**src/rtl/serStatusPkg.sv**
```systemverilog
package serStatusPkg;
  localparam int REG_W     = 8;
  localparam int NUM_ARMED = 5;                 // flags cleared by read-then-write-0
  localparam int ARM_BASE  = REG_W - NUM_ARMED; // lowest bit of that group
  localparam int B_TXEND   = 2;
  localparam int B_MPBRX   = 1;
  localparam int B_MPBTX   = 0;

  typedef struct packed {
    logic [NUM_ARMED-1:0] swClr;   // consumed write-0 per armed flag
    logic                 mpbtWr;
    logic                 mpbtVal;
  } ctrlStrobes_t;
endpackage

```
**src/rtl/serStatusCtrl.sv**
```systemverilog
module serStatusCtrl
  import serStatusPkg::*;
(
  input  logic                 clk,
  input  logic                 rstN,
  input  logic                 regRd,
  input  logic                 regWr,
  input  logic [NUM_ARMED-1:0] armWData,
  input  logic                 mpbtWData,
  input  logic [NUM_ARMED-1:0] flagsNow,
  output ctrlStrobes_t         strb
);
  logic [NUM_ARMED-1:0] armQ, armNext, consume;

  for (genvar a = 0; a < NUM_ARMED; a++) begin : g_arm
    assign consume[a] = regWr & ~armWData[a] & armQ[a];
    // a read of 1 arms; a zero flag drops the arm; a consumed write spends it
    assign armNext[a] = flagsNow[a] & (regRd | (armQ[a] & ~consume[a]));
  end

  always_ff @(posedge clk or negedge rstN) begin
    if (!rstN) armQ <= '0;
    else       armQ <= armNext;
  end

  always_comb begin
    strb.swClr   = consume;
    strb.mpbtWr  = regWr;
    strb.mpbtVal = mpbtWData;
  end
endmodule

```
**src/rtl/serStatusDp.sv**
```systemverilog
module serStatusDp
  import serStatusPkg::*;
(
  input  logic                 clk,
  input  logic                 rstN,
  input  ctrlStrobes_t         strb,
  input  logic [NUM_ARMED-1:0] hwSet,
  input  logic                 dmaTdrWrite,
  input  logic                 txHold,
  input  logic                 txDone,
  input  logic                 rxDone,
  input  logic                 rxMpbIn,
  output logic [REG_W-1:0]     flags
);
  localparam int TOP = NUM_ARMED - 1;
  localparam logic [NUM_ARMED-1:0] ARMED_RST = {1'b1, {(NUM_ARMED-1){1'b0}}};

  logic [NUM_ARMED-1:0] armedQ, armedNext, hwClr;
  logic txEndQ, txEndNext, rxMpbQ, mpbtQ, tdreFall;

  for (genvar a = 0; a < NUM_ARMED; a++) begin : g_flag
    if (a == TOP) begin : g_tdre
      assign hwClr[a] = dmaTdrWrite;
    end else begin : g_rx
      assign hwClr[a] = 1'b0;
    end
    // set has priority over every clear
    assign armedNext[a] = hwSet[a] | (armedQ[a] & ~(strb.swClr[a] | hwClr[a]));
  end

  assign tdreFall  = armedQ[TOP] & ~armedNext[TOP];
  assign txEndNext = txHold | txDone | (txEndQ & ~tdreFall);

  always_ff @(posedge clk or negedge rstN) begin
    if (!rstN) begin
      armedQ <= ARMED_RST;
      txEndQ <= 1'b1;
      rxMpbQ <= 1'b0;
      mpbtQ  <= 1'b0;
    end else begin
      armedQ <= armedNext;
      txEndQ <= txEndNext;
      if (rxDone)      rxMpbQ <= rxMpbIn;
      if (strb.mpbtWr) mpbtQ  <= strb.mpbtVal;
    end
  end

  always_comb begin
    flags = '0;
    flags[ARM_BASE +: NUM_ARMED] = armedQ;
    flags[B_TXEND] = txEndQ;
    flags[B_MPBRX] = rxMpbQ;
    flags[B_MPBTX] = mpbtQ;
  end
endmodule

```
**src/rtl/serStatusReg.sv**
```systemverilog
module serStatusReg
  import serStatusPkg::*;
(
  input  logic             clk,
  input  logic             rstN,
  input  logic             regRd,
  input  logic             regWr,
  input  logic [REG_W-1:0] regWData,
  output logic [REG_W-1:0] regRData,
  input  logic             txEnable,
  input  logic             standby,
  input  logic             txLoad,
  input  logic             dmaTdrWrite,
  input  logic             txDone,
  input  logic             rxDone,
  input  logic             rxOverrun,
  input  logic             rxFrameErr,
  input  logic             rxParityErr,
  input  logic             rxMpbIn,
  output logic             mpbtOut
);
  ctrlStrobes_t         strb;
  logic [REG_W-1:0]     flags;
  logic [NUM_ARMED-1:0] hwSet;
  logic                 unusedRoBits;

  // read-only positions take no write data
  assign unusedRoBits = ^regWData[B_TXEND:B_MPBRX];

  // order: tx-empty, rx-full, overrun, framing, parity (MSB first)
  assign hwSet = {txLoad | standby | ~txEnable, rxDone, rxOverrun, rxFrameErr, rxParityErr};

  serStatusCtrl u_ctrl (
    .clk       (clk),
    .rstN      (rstN),
    .regRd     (regRd),
    .regWr     (regWr),
    .armWData  (regWData[ARM_BASE +: NUM_ARMED]),
    .mpbtWData (regWData[B_MPBTX]),
    .flagsNow  (flags[ARM_BASE +: NUM_ARMED]),
    .strb      (strb)
  );

  serStatusDp u_dp (
    .clk         (clk),
    .rstN        (rstN),
    .strb        (strb),
    .hwSet       (hwSet),
    .dmaTdrWrite (dmaTdrWrite),
    .txHold      (~txEnable),
    .txDone      (txDone),
    .rxDone      (rxDone),
    .rxMpbIn     (rxMpbIn),
    .flags       (flags)
  );

  assign regRData = flags;
  assign mpbtOut  = flags[B_MPBTX];
endmodule

```
**config.mk**
```make
export PLATFORM = sky130hd
export DESIGN_NAME = serStatusReg
export DESIGN_NICKNAME = d
export VERILOG_FILES = /design/src/rtl/serStatusPkg.sv /design/src/rtl/serStatusCtrl.sv /design/src/rtl/serStatusDp.sv /design/src/rtl/serStatusReg.sv
export SDC_FILE = /design/constraint.sdc
export NUM_CORES = 1
export LEC_CHECK = 0
export ABC_AREA = 1
export BUFFER_PORTS_ARGS = -buffer_cell sky130_fd_sc_hd__buf_2
export CAP_MARGIN = 20
export CORE_MARGIN = 5
export CORE_UTILIZATION = 42
export DETAILED_ROUTE_END_ITERATION = 12
export GPL_TIMING_DRIVEN = 0
export HOLD_SLACK_MARGIN = 0.06
export PLACE_DENSITY = 0.87
export SLEW_MARGIN = 15
export SYNTH_ARGS = -nofsm -noshare
export SYNTH_HDL_FRONTEND = slang
export SYNTH_SLANG_ARGS = --single-unit
export TNS_END_PERCENT = 1
```
**constraint.sdc**
```tcl
create_clock -name clk -period 1.07 [get_ports clk]
set_clock_uncertainty 0.05 [all_clocks]
set_input_delay 0.2675 -clock clk [delete_from_list [all_inputs] [get_ports clk]]
set_output_delay 0.2675 -clock clk [all_outputs]
set_load 0.02 [all_outputs]
```
# After elaboration in Yosys (flattened, before gate mapping)
# Index checks and enable logic that the tools add are counted.
# op_classes
bitwise_logic,56
# op_table
operator,n
1-bit bitwise AND,27
1-bit bitwise OR,15
1-bit NOT,14
# word_totals
ff_bits,13
inputBits,22
word_cells,61

# Logic depth before layout (Yosys ltp)
# logic_depth
ltp_word,12
ltp_mapped,6
ltp_nobuf,6

# Cells and area by module
# From an unflattened synthesis, not the netlist that was laid out.
# unflattened
hier_cells,82
hier_area_um2,635.6
# by_module_without_submodules
mod,instances,cells_each,area_each_um2
serStatusDp,1,35,335.3
serStatusCtrl,1,43,281.5
serStatusReg,1,4,18.8

# Worst setup path before layout
# Ideal clock, no wire load.
# synth_path
kind,flip-flop to output port
from,register u_dp.txEndQ
to,output port regRData[2]
arrival_time_ps,630
required_time_ps,752
setup_slack_ps,123
path_stages_with_launch,2
n_path_buf,1
cell_sequence,dfstp_2 -> buf_4
# synth_rtl
element,line_no,rtl
from (decl),serStatusDp.sv:19,"logic txEndQ, txEndNext, rxMpbQ, mpbtQ, tdreFall;"
from (signal assigned),serStatusDp.sv:42,txEndQ <= txEndNext;
to (decl),serStatusReg.sv:9,"output logic [REG_W-1:0] regRData,"
# No word-level cell between the ends.

# Worst setup path after layout
# layout_path
from,register u_dp.txEndQ
to,output port regRData[2]
# No word-level cell between the ends.

==> key figures <==
Place
  – Post-DP HPWL: roughly 1100 um
  – Gpl congestion: 0.700
  – Input/output buffers: 28
  – Area post-placement: roughly 750 um2

Timing
  – Final Hold Fails: 0
  – RSZ-0062 raised after global routing: true
  – # setup viols final: 9
  – Pins Over Slew Limit: 0
  – Worst hold margin: ~140 ps
  – Slew headroom: 0.814
  – Setup TNS Final: -995 ps
  – Tightest Pin Transition: approximately 280 ps
  – Fmax achieved: between 800 and 900 MHz
  – Final Cycle Share: 1.16
  – Final worst-path setup slack: -175 ps
  – Tmin final: 1250 ps

Worst hold path
  – Worst Hold Path EP: u_dp.armedQ[2]
  – Hold path cells: 3
  – Worst min-delay path class: input pin to flop
  – Min-Delay Startpoint: rxOverrun

CTS
  – Clock Latency Late Sink: roughly 260 ps
  – Clock Tree Root: clkbuf_4
  – Clock-pin slew on the worst setup and hold paths: 70 ps
  – CTS sink cnt: 13
  – Num CTS Buffers: 3
  – CTS tree: built
  – Clock buffer depth: 2
  – H-tree Lvls: 1

Power
  – PD cells: 1310 nW/um2
  – Leakage power: 0.464 nW
  – Max VDD drop: just over 1 mV

Floorplanning
  – Core Region: approximately 1300 um2
  – DIE WIDTH: between 40 and 50 um
  – Die area: ~2200 um2
  – Row count: 13
  – Starting density of the core: 0.446
  – DIE HEIGHT: about 47 um
  – Ports: 31

Setup path
  – Crit-path leading delay family: flip-flops
  – Crit path DAT: a little over 900 ps
  – Worst path cell trace: buf_6
  – Flop2flop setup slack: about 110 ps
  – Reg-to-Reg Start: u_dp.armedQ[4]
  – Crit Path Max Fanout: 2
  – Instance count on the critical path: 1
  – Worst r2r dst: u_dp.txEndQ
  – Buf/Inv on CP: 1
  – Worst reg-to-reg path cell count: 4
  – Required @ worst endpoint: about 750 ps
  – Slowest-stage cell, CP: dfstp_2
  – CP endpoint kind: primary output
  – Max incr delay on CP: 550 ps
  – Setup crit start kind: flop
  – WS Path Type: flop to primary output

Finish
  – Final #Nets: 125
  – FF+latch area: 328 um2
  – Area of the multi-input gates: ~180 um2
  – Layout cell share with drive strength beyond 1: 0.363
  – Fillers: approximately 120
  – Area growth, synth to finish: 38.1%
  – N_diodes: 0
  – Design area: slightly above 800 um2

Run status
  – Failing checks: setup timing
  – Run status: finished, violations left

Global routing
  – First-pass GRT wire length: 2260 um
  – Antenna violations before repair: 0
  – Largest net degree at the start of global routing: 14
  – Vias in the first global route: approximately 560
  – Grt ovf: 0
  – GRT Overall Usage: 0.143

Logic synthesis
  – Top-count cell post-synth: nand2_1
  – Share of the synthesized area in the top cell type: 0.468
  – Mapped Area: roughly 600 um2
  – Net Count, Synth: a little over 90
  – Count of cell types in the netlist: 13
  – Post-synth EDFFs: 0
  – Area leader, netlist: dfrtp_1
  – Register area share after synthesis: 0.557
  – Syn_area_per_cell: 8.52 um2
  – Post-synth top cells: 19 x nand2_1, 14 x inv_1, 11 x dfrtp_1
  – Yosys warnings: 0
  – Post-synthesis register bit count: 13
  – Synth Flop Type: dfrtp_1
  – Post-synth ARST share: 1.00
  – Synth Instances: between 60 and 70
  – Area contributors post-synth: dfrtp_1 47%, nand2_1 12%, dfstp_2 8.9%, inv_1 8.9%, a21boi_1 5.1%

Run
  – Number of max-cap violations: 0

Routing
  – Initial DRC count: 7
  – Antenna viol nets, final: 0
  – DRC: 0
  – First-pass DRT Iterations: 4
  – Drt total wl: approximately 1300 um
  – Via count: between 500 and 600
  – Wirelength per Cell: 11.3 um
  – Avg Vias per Cell: between 4 and 5
==> placed cells by master, fill, tap and decap left out <==
| cell type | count |
|---|---|
| nor2_1 | 2 |
| or2_1 | 4 |
| dfrtp_1 | 11 |
| clkbuf_1 | 1 |
| clkbuf_4 | 3 |
| buf_6 | 5 |
| a21boi_0 | 1 |
| dlygate4sd3_1 | 1 |
| inv_2 | 1 |
| o21ai_1 | 4 |
| buf_4 | 2 |
| inv_1 | 14 |
| buf_2 | 24 |
| o21ai_0 | 1 |
| nand3_1 | 3 |
| a21boi_1 | 4 |
| nand2_1 | 19 |
| dfstp_2 | 2 |
==> logic make-up after synthesis <==
| kind of cell | count (synthesis) | synth area share |
|---|---|---|
| simple gates | 28 | 0.202 |
| compound gates | 10 | 0.106 |
| buf+inv | 18 | 0.134 |
| flops | 13 | 0.557 |
==> area by class of cell <==
type / instances / area share
Buffer: 2 / 0.0231
Clock buffer: 4 / 0.0324
Inverter: 15 / 0.0693
Tap cell: 15 / 0.0231
Multi-Input combinational cell: 38 / 0.223
Timing Repair Buffer: 30 / 0.225
Sequential cell: 13 / 0.404
==> registers in the layout, indices dropped and copies added, names as in the netlist <==
signal / count
u_dp.mpbtQ: 1
u_dp.txEndQ: 1
u_dp.armedQ: 5
u_dp.rxMpbQ: 1
u_ctrl.armQ: 5
==> through the flow <==
stage	util	total power, mW	worst slack, ps	std cells
after global routing	0.616	1.14	-220	117
final	0.616	1.06	-175	117
after floorplan	-	0.679	123	69
after global placement	0.567	0.755	10.3	112
after detailed placement	0.567	0.767	-10.8	112
after CTS	0.616	1.08	-192	117
==> what timing repair did <==
| item | CTS | global route |
|---|---|---|
| setup endpoints to repair | 9 | 9 |
| hold buffers | 1 | 0 |
| resized for setup | 9 | 0 |
| buffers inserted | 1 | 0 |
| hold endpoints to repair | 11 | 0 |
==> metal layers <==
| metal | vias to the layer above | global-route usage | part of all wire |
|---|---|---|---|
| li1 | 269 | - | - |
| met1 | 252 | 0.153 | 0.36 |
| met2 | 20 | 0.275 | 0.57 |
| met3 | 0 | 0.0376 | 0.066 |
| met4 | 0 | 0.0331 | 0 |
| met5 | - | 0 | 0 |
==> power breakdown <==
part	internal, mW	switching [mW]
clock	0.144	0.145
combinational	0.102	0.112
sequential	0.536	0.0259
==> worst max path at each step <==
stage | start | to
floorplan | u_dp.txEndQ | regRData[2]
finish | u_dp.txEndQ | regRData[2]
global placement | u_dp.txEndQ | regRData[2]
global route | u_dp.txEndQ | regRData[2]
detailed placement | u_dp.txEndQ | regRData[2]
CTS | u_dp.txEndQ | regRData[2]
Note: power is estimated with default switching activity, not from simulation.
